`src/rtl/acc_cpu_pkg.sv`:
```
package acc_cpu_pkg;
  localparam int WORD_W  = 16;
  localparam int ADDR_W  = 12;
  localparam int OPC_W   = 3;
  localparam int OPC_LSB = ADDR_W;
  localparam int IND_BIT = WORD_W - 1;
  localparam int N_OPS   = 1 << OPC_W;
  localparam int N_SRC   = 7;
  localparam int SEL_W   = $clog2(N_SRC + 1);

  typedef logic [WORD_W-1:0] word_t;
  typedef logic [ADDR_W-1:0] addr_t;

  typedef enum logic [SEL_W-1:0] {
    BUS_NONE = 3'd0,
    BUS_AR   = 3'd1,
    BUS_PC   = 3'd2,
    BUS_DR   = 3'd3,
    BUS_AC   = 3'd4,
    BUS_IR   = 3'd5,
    BUS_TR   = 3'd6,
    BUS_MEM  = 3'd7
  } bus_sel_e;

  localparam int OP_AND = 0;
  localparam int OP_ADD = 1;
  localparam int OP_LDA = 2;
  localparam int OP_STA = 3;
  localparam int OP_BUN = 4;
  localparam int OP_BSA = 5;
  localparam int OP_ISZ = 6;
  localparam int OP_EXT = 7;

  localparam int RB_CLRA = 11;
  localparam int RB_CLRE = 10;
  localparam int RB_CPLA = 9;
  localparam int RB_CPLE = 8;
  localparam int RB_ROTR = 7;
  localparam int RB_ROTL = 6;
  localparam int RB_INCA = 5;
  localparam int RB_SPOS = 4;
  localparam int RB_SNEG = 3;
  localparam int RB_SZRA = 2;
  localparam int RB_SZRE = 1;
  localparam int RB_HALT = 0;

  // sum with carry-out in the top bit
  function automatic logic [WORD_W:0] add_carry(input word_t a, input word_t b);
    return {1'b0, a} + {1'b0, b};
  endfunction

  // returns {new_link, new_acc}
  function automatic logic [WORD_W:0] rot_right(input word_t a, input logic lnk);
    return {a[0], lnk, a[WORD_W-1:1]};
  endfunction

  function automatic logic [WORD_W:0] rot_left(input word_t a, input logic lnk);
    return {a[WORD_W-1], a[WORD_W-2:0], lnk};
  endfunction
endpackage

```
`src/rtl/acc_timing_gen.sv`:
```
module acc_timing_gen #(
  parameter int SC_W = 4,
  localparam int T_N = 1 << SC_W
) (
  input  logic           clk,
  input  logic           rst,
  input  logic           run,
  input  logic           sc_clr,
  output logic [T_N-1:0] t_vec
);
  logic [SC_W-1:0] sc_q;

  always_ff @(posedge clk) begin
    if (rst || sc_clr) sc_q <= '0;
    else if (run)      sc_q <= sc_q + 1'b1;
  end

  for (genvar k = 0; k < T_N; k++) begin : g_strobe
    assign t_vec[k] = run && (sc_q == SC_W'(k));
  end
endmodule

```
`src/rtl/acc_op_decoder.sv`:
```
module acc_op_decoder #(
  parameter int OPC_W = 3,
  localparam int N = 1 << OPC_W
) (
  input  logic [OPC_W-1:0] opc,
  output logic [N-1:0]     d_vec
);
  for (genvar k = 0; k < N; k++) begin : g_line
    assign d_vec[k] = (opc == OPC_W'(k));
  end
endmodule

```
`src/rtl/acc_bus_encoder.sv`:
```
module acc_bus_encoder #(
  parameter int N_SRC = 7,
  localparam int SEL_W = $clog2(N_SRC + 1)
) (
  input  logic [N_SRC:1]    src_req,
  output logic [SEL_W-1:0]  sel
);
  always_comb begin
    sel = '0;
    for (int k = 1; k <= N_SRC; k++) begin
      if (src_req[k]) sel = SEL_W'(k);
    end
  end
endmodule

```
`src/rtl/acc_reg_ops.sv`:
```
module acc_reg_ops
  import acc_cpu_pkg::*;
(
  input  word_t       ac,
  input  logic        lnk,
  input  addr_t       ctl,
  output word_t       ac_nx,
  output logic        lnk_nx,
  output logic        skip,
  output logic        halt
);
  logic [WORD_W:0] rr, rl;

  always_comb begin
    ac_nx  = ac;
    lnk_nx = lnk;
    if (ctl[RB_CLRA]) ac_nx  = '0;
    if (ctl[RB_CLRE]) lnk_nx = 1'b0;
    if (ctl[RB_CPLA]) ac_nx  = ~ac_nx;
    if (ctl[RB_CPLE]) lnk_nx = ~lnk_nx;
    rr = rot_right(ac_nx, lnk_nx);
    if (ctl[RB_ROTR]) {lnk_nx, ac_nx} = rr;
    rl = rot_left(ac_nx, lnk_nx);
    if (ctl[RB_ROTL]) {lnk_nx, ac_nx} = rl;
    if (ctl[RB_INCA]) ac_nx = ac_nx + 1'b1;
  end

  assign skip = (ctl[RB_SPOS] && !ac[WORD_W-1]) ||
                (ctl[RB_SNEG] &&  ac[WORD_W-1]) ||
                (ctl[RB_SZRA] && (ac == '0))    ||
                (ctl[RB_SZRE] && !lnk);
  assign halt = ctl[RB_HALT];
endmodule

```
`src/rtl/acc_cpu_core.sv`:
```
module acc_cpu_core
  import acc_cpu_pkg::*;
#(
  parameter int SC_W = 4
) (
  input  logic              clk,
  input  logic              rst,
  output logic [ADDR_W-1:0] mem_addr,
  input  logic [WORD_W-1:0] mem_rdata,
  output logic [WORD_W-1:0] mem_wdata,
  output logic              mem_we,
  output logic              io_req,
  output logic [ADDR_W-1:0] io_code,
  output logic [WORD_W-1:0] acc_out,
  output logic              carry_out,
  output logic [ADDR_W-1:0] pc_out,
  output logic              halted
);
  localparam int T_N = 1 << SC_W;

  addr_t ar_q, pc_q;
  word_t ir_q, dr_q, ac_q;
  logic  e_q, i_q, run_q;

  logic [T_N-1:0]   t_vec;
  logic [N_OPS-1:0] d_vec;
  logic [N_SRC:1]   src_req;
  logic [SEL_W-1:0] bus_sel_raw;
  bus_sel_e         bus_sel;
  word_t            bus;

  // named events shared with the checker
  logic mem_ref, ind_step, r_exec, p_exec, dr_load, sc_clr, skip_now;
  logic [WORD_W:0] sum;
  word_t rop_ac;
  logic  rop_e, rop_skip, rop_halt;

  acc_timing_gen #(.SC_W(SC_W)) u_timing (
    .clk(clk), .rst(rst), .run(run_q), .sc_clr(sc_clr), .t_vec(t_vec)
  );

  acc_op_decoder #(.OPC_W(OPC_W)) u_dec (
    .opc(ir_q[OPC_LSB +: OPC_W]), .d_vec(d_vec)
  );

  acc_bus_encoder #(.N_SRC(N_SRC)) u_enc (
    .src_req(src_req), .sel(bus_sel_raw)
  );

  acc_reg_ops u_rops (
    .ac(ac_q), .lnk(e_q), .ctl(ir_q[ADDR_W-1:0]),
    .ac_nx(rop_ac), .lnk_nx(rop_e), .skip(rop_skip), .halt(rop_halt)
  );

  assign mem_ref  = !d_vec[OP_EXT];
  assign ind_step = mem_ref && i_q && t_vec[3];
  assign r_exec   = d_vec[OP_EXT] && !i_q && t_vec[3];
  assign p_exec   = d_vec[OP_EXT] &&  i_q && t_vec[3];
  assign dr_load  = (d_vec[OP_AND] || d_vec[OP_ADD] || d_vec[OP_LDA] ||
                     d_vec[OP_ISZ]) && t_vec[4];

  assign src_req[BUS_AR]  = (d_vec[OP_BUN] && t_vec[4]) || (d_vec[OP_BSA] && t_vec[5]);
  assign src_req[BUS_PC]  = t_vec[0] || (d_vec[OP_BSA] && t_vec[4]);
  assign src_req[BUS_DR]  = d_vec[OP_ISZ] && t_vec[6];
  assign src_req[BUS_AC]  = d_vec[OP_STA] && t_vec[4];
  assign src_req[BUS_IR]  = t_vec[2];
  assign src_req[BUS_TR]  = 1'b0;
  assign src_req[BUS_MEM] = t_vec[1] || ind_step || dr_load;

  assign bus_sel = bus_sel_e'(bus_sel_raw);

  always_comb begin
    case (bus_sel)
      BUS_AR:  bus = WORD_W'(ar_q);
      BUS_PC:  bus = WORD_W'(pc_q);
      BUS_DR:  bus = dr_q;
      BUS_AC:  bus = ac_q;
      BUS_IR:  bus = ir_q;
      BUS_MEM: bus = mem_rdata;
      default: bus = '0;
    endcase
  end

  assign sum = add_carry(ac_q, dr_q);

  assign sc_clr = r_exec || p_exec ||
                  ((d_vec[OP_AND] || d_vec[OP_ADD] || d_vec[OP_LDA] ||
                    d_vec[OP_BSA]) && t_vec[5]) ||
                  ((d_vec[OP_STA] || d_vec[OP_BUN]) && t_vec[4]) ||
                  (d_vec[OP_ISZ] && t_vec[6]);

  assign skip_now = (r_exec && rop_skip) ||
                    (d_vec[OP_ISZ] && t_vec[6] && (dr_q == '0));

  always_ff @(posedge clk) begin
    if (rst) begin
      ar_q  <= '0;
      pc_q  <= '0;
      ir_q  <= '0;
      dr_q  <= '0;
      ac_q  <= '0;
      e_q   <= 1'b0;
      i_q   <= 1'b0;
      run_q <= 1'b1;
    end else begin
      if (t_vec[0] || t_vec[2] || ind_step) ar_q <= bus[ADDR_W-1:0];
      else if (d_vec[OP_BSA] && t_vec[4])   ar_q <= ar_q + 1'b1;

      if (t_vec[1] || skip_now) pc_q <= pc_q + 1'b1;
      else if ((d_vec[OP_BUN] && t_vec[4]) || (d_vec[OP_BSA] && t_vec[5]))
        pc_q <= bus[ADDR_W-1:0];

      if (t_vec[1]) ir_q <= bus;
      if (t_vec[2]) i_q  <= ir_q[IND_BIT];

      if (dr_load)                          dr_q <= bus;
      else if (d_vec[OP_ISZ] && t_vec[5])   dr_q <= dr_q + 1'b1;

      if (d_vec[OP_AND] && t_vec[5]) ac_q <= ac_q & dr_q;
      if (d_vec[OP_ADD] && t_vec[5]) {e_q, ac_q} <= sum;
      if (d_vec[OP_LDA] && t_vec[5]) ac_q <= dr_q;
      if (r_exec) begin
        ac_q <= rop_ac;
        e_q  <= rop_e;
        if (rop_halt) run_q <= 1'b0;
      end
    end
  end

  assign mem_addr  = ar_q;
  assign mem_wdata = bus;
  assign mem_we    = (d_vec[OP_STA] && t_vec[4]) || (d_vec[OP_BSA] && t_vec[4]) ||
                     (d_vec[OP_ISZ] && t_vec[6]);
  assign io_req    = p_exec;
  assign io_code   = ir_q[ADDR_W-1:0];
  assign acc_out   = ac_q;
  assign carry_out = e_q;
  assign pc_out    = pc_q;
  assign halted    = !run_q;
endmodule

```
`config.mk`:
```
export PLATFORM = sky130hd
export DESIGN_NAME = acc_cpu_core
export DESIGN_NICKNAME = d
export VERILOG_FILES = /design/src/rtl/acc_cpu_pkg.sv /design/src/rtl/acc_timing_gen.sv /design/src/rtl/acc_op_decoder.sv /design/src/rtl/acc_bus_encoder.sv /design/src/rtl/acc_reg_ops.sv /design/src/rtl/acc_cpu_core.sv
export SDC_FILE = /design/constraint.sdc
export NUM_CORES = 1
export LEC_CHECK = 0
export BUFFER_PORTS_ARGS = -buffer_cell sky130_fd_sc_hd__buf_2
export CAP_MARGIN = 30
export CORE_AREA = 3 3 117 119
export CTS_CLUSTER_DIAMETER = 40
export DETAILED_ROUTE_END_ITERATION = 10
export DIE_AREA = 0 0 120 122
export PLACE_DENSITY = 0.89
export SLEW_MARGIN = 20
export SYNTH_ARGS = -nofsm -noshare
export SYNTH_HDL_FRONTEND = slang
export SYNTH_SLANG_ARGS = --single-unit
```
`constraint.sdc`:
```
create_clock -name clk -period 3 [get_ports clk]
set_input_delay 0.3 -clock clk [delete_from_list [all_inputs] [get_ports clk]]
set_output_delay 0.3 -clock clk [all_outputs]
set_load 0.02 [all_outputs]
```
==> summary.txt, run 1 <==
Outcome
  – Status: complete, but fails checks
  – Failing checks: setup timing

Timing
  – Tmin final: 3004 ps
  – Fin. max-slew vios: 0
  – Final Hold Fails: 0
  – RSZ-0062 raised after global routing: true
  – Part of the cycle the worst path needs: 1.001
  – Final setup violation count: 2
  – Worst Skew: 10.66 ps
  – Worst Hold Slack: 247.6 ps
  – Worst Tran Pin Value: 641.2 ps
  – Fin worst setup slack: -4.482 ps
  – Max Freq: 332.8 MHz
  – Worst relative slew slack: 0.5689

Clock tree
  – H-tree levels: 3
  – CTS sink cnt: 79
  – Root Buffer: clkbuf_16
  – CTS tree: yes
  – CTS Hold Bufs: 0
  – Bufs on Longest Clock Path: 2
  – Worst-path clk slew: 70 ps
  – Worst-Skew Late Latency: 350 ps
  – CTS Buf Count: 9

Yosys
  – Sequential element share of the synthesized area: 0.2100
  – Post-Syn Area per Cell: 7.555 um2
  – Cell Area, Synth: 7532 um2
  – Netlist cell types: 94
  – Synth warn: 0
  – Net Count, Synth: 1041
  – Synth Register Bits: 79
  – Async S/R FF share, synth: 0
  – Main synth FF type: dfxtp_1
  – Post-Synthesis Cells: 997
  – Number of synthesized flops with an enable pin: 0

Pwr
  – Switch Pwr: 1.476 mW
  – Logic gate share of total power: 0.350
  – Clock network fraction of total power: 0.316
  – Lkg Pwr: 3.663 nW
  – Int Power: 2.379 mW
  – Worst vdd ir: 0.4317 mV
  – PD cells: 431.3 nW/um2
  – Flop pwr share: 0.334
  – Sw Ratio: 0.3829

Job
  – Max Cap Violations: 0

Worst hold path
  – Hold crit path type: in2reg

Routing
  – # DRC: 0
  – DR vias: 8969
  – Vias per Instance: 7.013
  – Total Routed Length: 28700 um
  – Drt pass-1 iters: 7
  – Post-route ant nets: 0
  – DR WL/cell: 22.44 um
  – DRT iter0 DRCs: 1654

Floorplanning
  – Cell Rows: 41
  – Core area: 12670 um2
  – Die Y: 122 um
  – Initial core utilization: 0.5945
  – Top Ports: 90
  – Die ar.: 14640 um2
  – Die width: 120 um

Finish
  – Area growth syn-to-layout: 18.65%
  – Antenna cells: 0
  – Area of the multi-input gates: 5535 um2
  – Commonest non-fill, non-tap cell in the layout: nor2_1
  – Most frequent cells in the layout: nor2_1 (118), nand2_1 (92), buf_2 (89)
  – Layout fillers: 977
  – Share of cells above drive strength 1: 0.2385
  – Fin nets: 1146
  – Reg area: 1587 um2

Worst setup path
  – CP Class: reg2out
  – CP max FO: 8
  – WP buf/inv: 4
  – Worst path max stage delay: 370 ps
  – Delay-heaviest family, CP: compound AO/OA/AOI/OAI gates
  – Most used cell, CP: buf_4
  – Crit path launch type: flop
  – WP data arrival: 2700 ps
  – CP Capture Type: output pin
  – Data required, critical path: 2700 ps
  – CP max-delay cell: dfxtp_1
  – Worst-path cell chain: buf_4, nor3b_4, a32oi_4, buf_4, a32oi_1, o2111ai_2, a21oi_2, inv_1, buf_2

Global routing
  – Initial antenna violation count: 0
  – First-pass GRT wire length: 43140 um
  – Met1 usage: 0.4976
  – Largest net degree at the start of global routing: 66
  – Gr usage total: 0.3737
  – GRT met3 Usage: 0.1072
  – Grt peak-use layer: met2
  – Number of global-route vias before repair: 7819
  – Total gr overflow: 0
  – Met2 usage: 0.5652

Placed design
  – # port buffers: 89
  – GP Congestion: 1.110
  – Detailed Place HPWL: 20630 um
  – Place WS: 34.56 ps
==> kinds of logic after synthesis <==
family,Yosys count,synth area share
AND/OR/NAND/NOR,409,0.2796
AO/OA/AOI/OAI,292,0.2942
buffers and inverters,114,0.07442
flip-flops,79,0.2100
XOR/XNOR,48,0.05681
multiplexers,29,0.04086
adder cells (fa/ha/maj),26,0.04419
==> area by class of cell <==
type,instances,area share
Clock buffer,10,0.02562
Clock inverter,6,0.01022
Tap cell,172,0.02408
Sequential cell,79,0.1775
Timing Repair Buffer,177,0.1302
Multi-Input combinational cell,804,0.6193
Inverter,31,0.01302
==> flip-flops by register name (all words and copies together), names as in the netlist <==
signal,count
acc_out,16
dr_q,16
carry_out,1
i_q,1
mem_addr,12
run_q,1
pc_out,12
ir_q,16
u_timing.sc_q,4
==> power groups by stage <==
stage / combinational (mW) / clock [mW] / sequential [mW]
after global routing: 1.42 / 1.25 / 1.29
after detailed placement: 1.20 / 0 / 1.29
after global placement: 1.18 / 0 / 1.29
after CTS: 1.26 / 1.21 / 1.27
after floorplan: 0.831 / 0 / 1.28
final: 1.35 / 1.22 / 1.29
==> stage by stage <==
stage / util / TNS [ps] / total power [mW] / area [um2] / instances
4_1_cts: 0.6943 / 0 / 3.739 / 8797 / 1271
6_report: 0.7053 / -8.897 / 3.855 / 8937 / 1279
5_1_grt: 0.7053 / -337.1 / 3.966 / 8937 / 1279
2_1_floorplan: - / 0 / 2.116 / 7532 / 997
3_3_place_gp: 0.6587 / 0 / 2.474 / 8347 / 1247
3_5_place_dp: 0.6587 / 0 / 2.496 / 8347 / 1247
==> cells in the mapped netlist, drive strengths merged (9+ instances only) <==
library cell,number,area [um2]
nor4,10,77.57
o211ai,12,95.09
and3,12,80.08
nand3,25,150.1
a31oi,12,75.07
a211oi,55,442.9
nor2,118,442.9
dfxtp,79,1582
nand2,95,361.6
or3,9,56.30
ha,25,312.8
a311oi,9,78.83
nand2b,16,100.1
nor3,47,260.3
xor2,21,191.4
nand4,15,93.84
a21oi,41,209.0
a21o,9,67.56
a32o,9,90.09
o21a,12,90.09
buf,44,297.8
xnor2,27,236.5
nor2b,18,112.6
mux2i,24,240.2
o21ai,44,220.2
inv,31,116.4
clkbuf,39,146.4
a221oi,11,108.9
==> per-layer routing <==
metal,share of wire,up-vias
met3,0.15,168
met5,0,-
li1,-,3918
met1,0.36,4114
met4,0.059,0
met2,0.42,769
==> final timing paths <==
| kind | depth (start not counted) | start | slack (ps) | endpoint |
|---|---|---|---|---|
| worst min register to register | 2 | ir_q[15]$_SDFFE_PP0P_ | 520 | ir_q[15]$_SDFFE_PP0P_ |
| worst max-delay path | 9 | u_timing.sc_q[2]$_SDFFE_PP0P_ | -4 | mem_wdata[2] |
| worst max register to register | 10 | u_timing.sc_q[2]$_SDFFE_PP0P_ | 120 | acc_out[15]$_SDFFE_PP0P_ |
| worst min-delay path | 2 | rst | 250 | pc_out[0]$_SDFFE_PP0P_ |
==> repair_timing <==
action	4_1_cts	5_1_grt
endpoints found under the setup margin	17	21
pin swaps	5	4
gates resized for setup	11	21
buffers inserted	8	8
Power figures use the tool's default switching activity.
==> inputs of run 2 (changes only) <==
--- a/config.mk
+++ b/config.mk
@@ -12,6 +12,7 @@
 export DETAILED_ROUTE_END_ITERATION = 10
 export DIE_AREA = 0 0 120 122
 export PLACE_DENSITY = 0.89
+export SETUP_SLACK_MARGIN = 0.02
 export SLEW_MARGIN = 20
 export SYNTH_ARGS = -nofsm -noshare
 export SYNTH_HDL_FRONTEND = slang
==> run 2 against run 1 <==
  * Clock power is essentially flat
  * Non-clock buffer count shrank 3
  * Count of clock-buffer cells in the layout is the same
  * Via count is essentially flat
  * Cell area shrank 0.35%
  * Cell count shrank 0.23%
  * The flow now finishes without violations
  * Critical path depth grew 1
  * Routed wire length shrank 0.43%
  * Maximum frequency grew 2.3%
==> summary.txt, run 2 (synthesis gave the netlist of run 1 again) <==
Routing
  – DR vias: 8963
  – DRT iter0 DRCs: 1541
  – Total Routed Length: 28570 um
  – DR WL/cell: 22.39 um
  – Vias per Instance: 7.024
  – Post-route ant nets: 0
  – # DRC: 0
  – Drt pass-1 iters: 8

Clock tree
  – Worst-path clk slew: 70 ps
  – CTS sink cnt: 79
  – Worst-Skew Late Latency: 360 ps
  – Bufs on Longest Clock Path: 2
  – H-tree levels: 3
  – Root Buffer: clkbuf_16
  – CTS tree: yes
  – CTS Buf Count: 9

Worst setup path
  – Data required, critical path: 2700 ps
  – Crit path launch type: flop
  – CP Class: reg2out
  – CP Capture Type: output pin
  – R2R Setup Slk: 150 ps
  – CP max FO: 9
  – WP data arrival: 2640 ps

Placed design
  – # port buffers: 89
  – Detailed Place HPWL: 20630 um
  – GP Congestion: 1.110
  – Area after DPL: 8347 um2
  – Dpl cells: 1247

Finish
  – Reg area: 1587 um2
  – Antenna cells: 0
  – Area growth syn-to-layout: 18.24%
  – Most frequent cells in the layout: nor2_1 (118), nand2_1 (92), buf_2 (89)
  – Area of the multi-input gates: 5539 um2
  – Final instance area: 8906 um2
  – Fin util: 0.7029
  – Fin nets: 1143
  – Non-filler cells, final: 1276
  – Layout fillers: 997
  – Commonest non-fill, non-tap cell in the layout: nor2_1
  – Share of cells above drive strength 1: 0.2373

Global routing
  – Gr usage total: 0.3715
  – Initial antenna violation count: 0
  – Number of global-route vias before repair: 7851
  – Largest net degree at the start of global routing: 66
  – First-pass GRT wire length: 42900 um
  – Total gr overflow: 0

Floorplanning
  – Initial core utilization: 0.5945
  – Cell Rows: 41
  – Die ar.: 14640 um2
  – Top Ports: 90
  – Die width: 120 um
  – Core area: 12670 um2
  – Die Y: 122 um

Worst hold path
  – Hold crit path type: in2reg

Timing
  – Final setup violation count: 0
  – Worst relative slew slack: 0.5616
  – Part of the cycle the worst path needs: 0.9789
  – Worst Tran Pin Value: 652.0 ps
  – Worst Skew: 8.659 ps
  – Fin. max-slew vios: 0
  – RSZ-0062 raised after global routing: true
  – Max Freq: 340.5 MHz
  – Tmin final: 2937 ps
  – Final Hold Fails: 0
  – Worst Hold Slack: 243.6 ps

Pwr
  – PD cells: 431.0 nW/um2
  – Lkg Pwr: 3.647 nW
  – Worst vdd ir: 0.4512 mV
  – Pwr Total: 3.838 mW

Job
  – Max Cap Violations: 0

Outcome
  – Status: complete, no violations
-- run 2: stage by stage --
stage | setup slack [ps] | setup TNS, ps
6_report | 63.20 | 0
5_1_grt | -61.88 | -87.65
4_1_cts | 27.68 | 0
3_5_place_dp | 34.56 | 0
3_3_place_gp | 201.4 | 0
2_1_floorplan | 223.6 | 0
-- run 2: area by class of cell --
type	instances	area share
Multi-Input combinational cell	804	0.6219
Sequential cell	79	0.1781
Timing Repair Buffer	174	0.1267
Clock buffer	10	0.02571
Tap cell	172	0.02416
Inverter	31	0.01307
Clock inverter	6	0.01026
-- run 2: worst max-delay path, cell delays in order, from the launching register on --
cell and delay (ps):
dfxtp_1 310, buf_4 150, ha_1 250, a31o_1 240, buf_4 200, a2111oi_4 440
buf_4 220, nand2_1 50, and3_1 210, inv_1 60, buf_2 150
-- run 2: what timing repair did --
| item | in CTS | in global routing |
|---|---|---|
| gates resized for setup | 12 | 21 |
| setup endpoints to repair | 18 | 22 |
| buffers inserted | 7 | 6 |
| pin swaps | 4 | 6 |
| hold buffers | 0 | 0 |
-- run 2: final timing paths --
| path | start | end | cells past startpoint |
|---|---|---|---|
| setup / recovery | u_timing.sc_q[0]$_SDFFE_PP0P_ | mem_wdata[11] | 10 |
| setup reg to reg | u_timing.sc_q[2]$_SDFFE_PP0P_ | pc_out[6]$_SDFFE_PP0P_ | 10 |
| hold / removal | rst | pc_out[0]$_SDFFE_PP0P_ | 2 |
| hold reg to reg | ir_q[15]$_SDFFE_PP0P_ | ir_q[15]$_SDFFE_PP0P_ | 2 |
-- run 2: metal layers --
metal | GRT usage | vias up | routed length (um)
li1 | - | 3911 | -
met1 | 0.4923 | 4130 | 10770
met2 | 0.5613 | 753 | 12070
met3 | 0.1110 | 169 | 4159
met4 | 0.1611 | 0 | 1578
met5 | 0 | - | 0
-- run 2: power by group --
group	switching, mW	leakage [nW]	internal, mW	total (mW)
combinational	0.832	2.84	0.498	1.33
sequential	0.156	0.645	1.13	1.29
clock	0.485	0.157	0.735	1.22
total	1.47	3.65	2.37	3.84
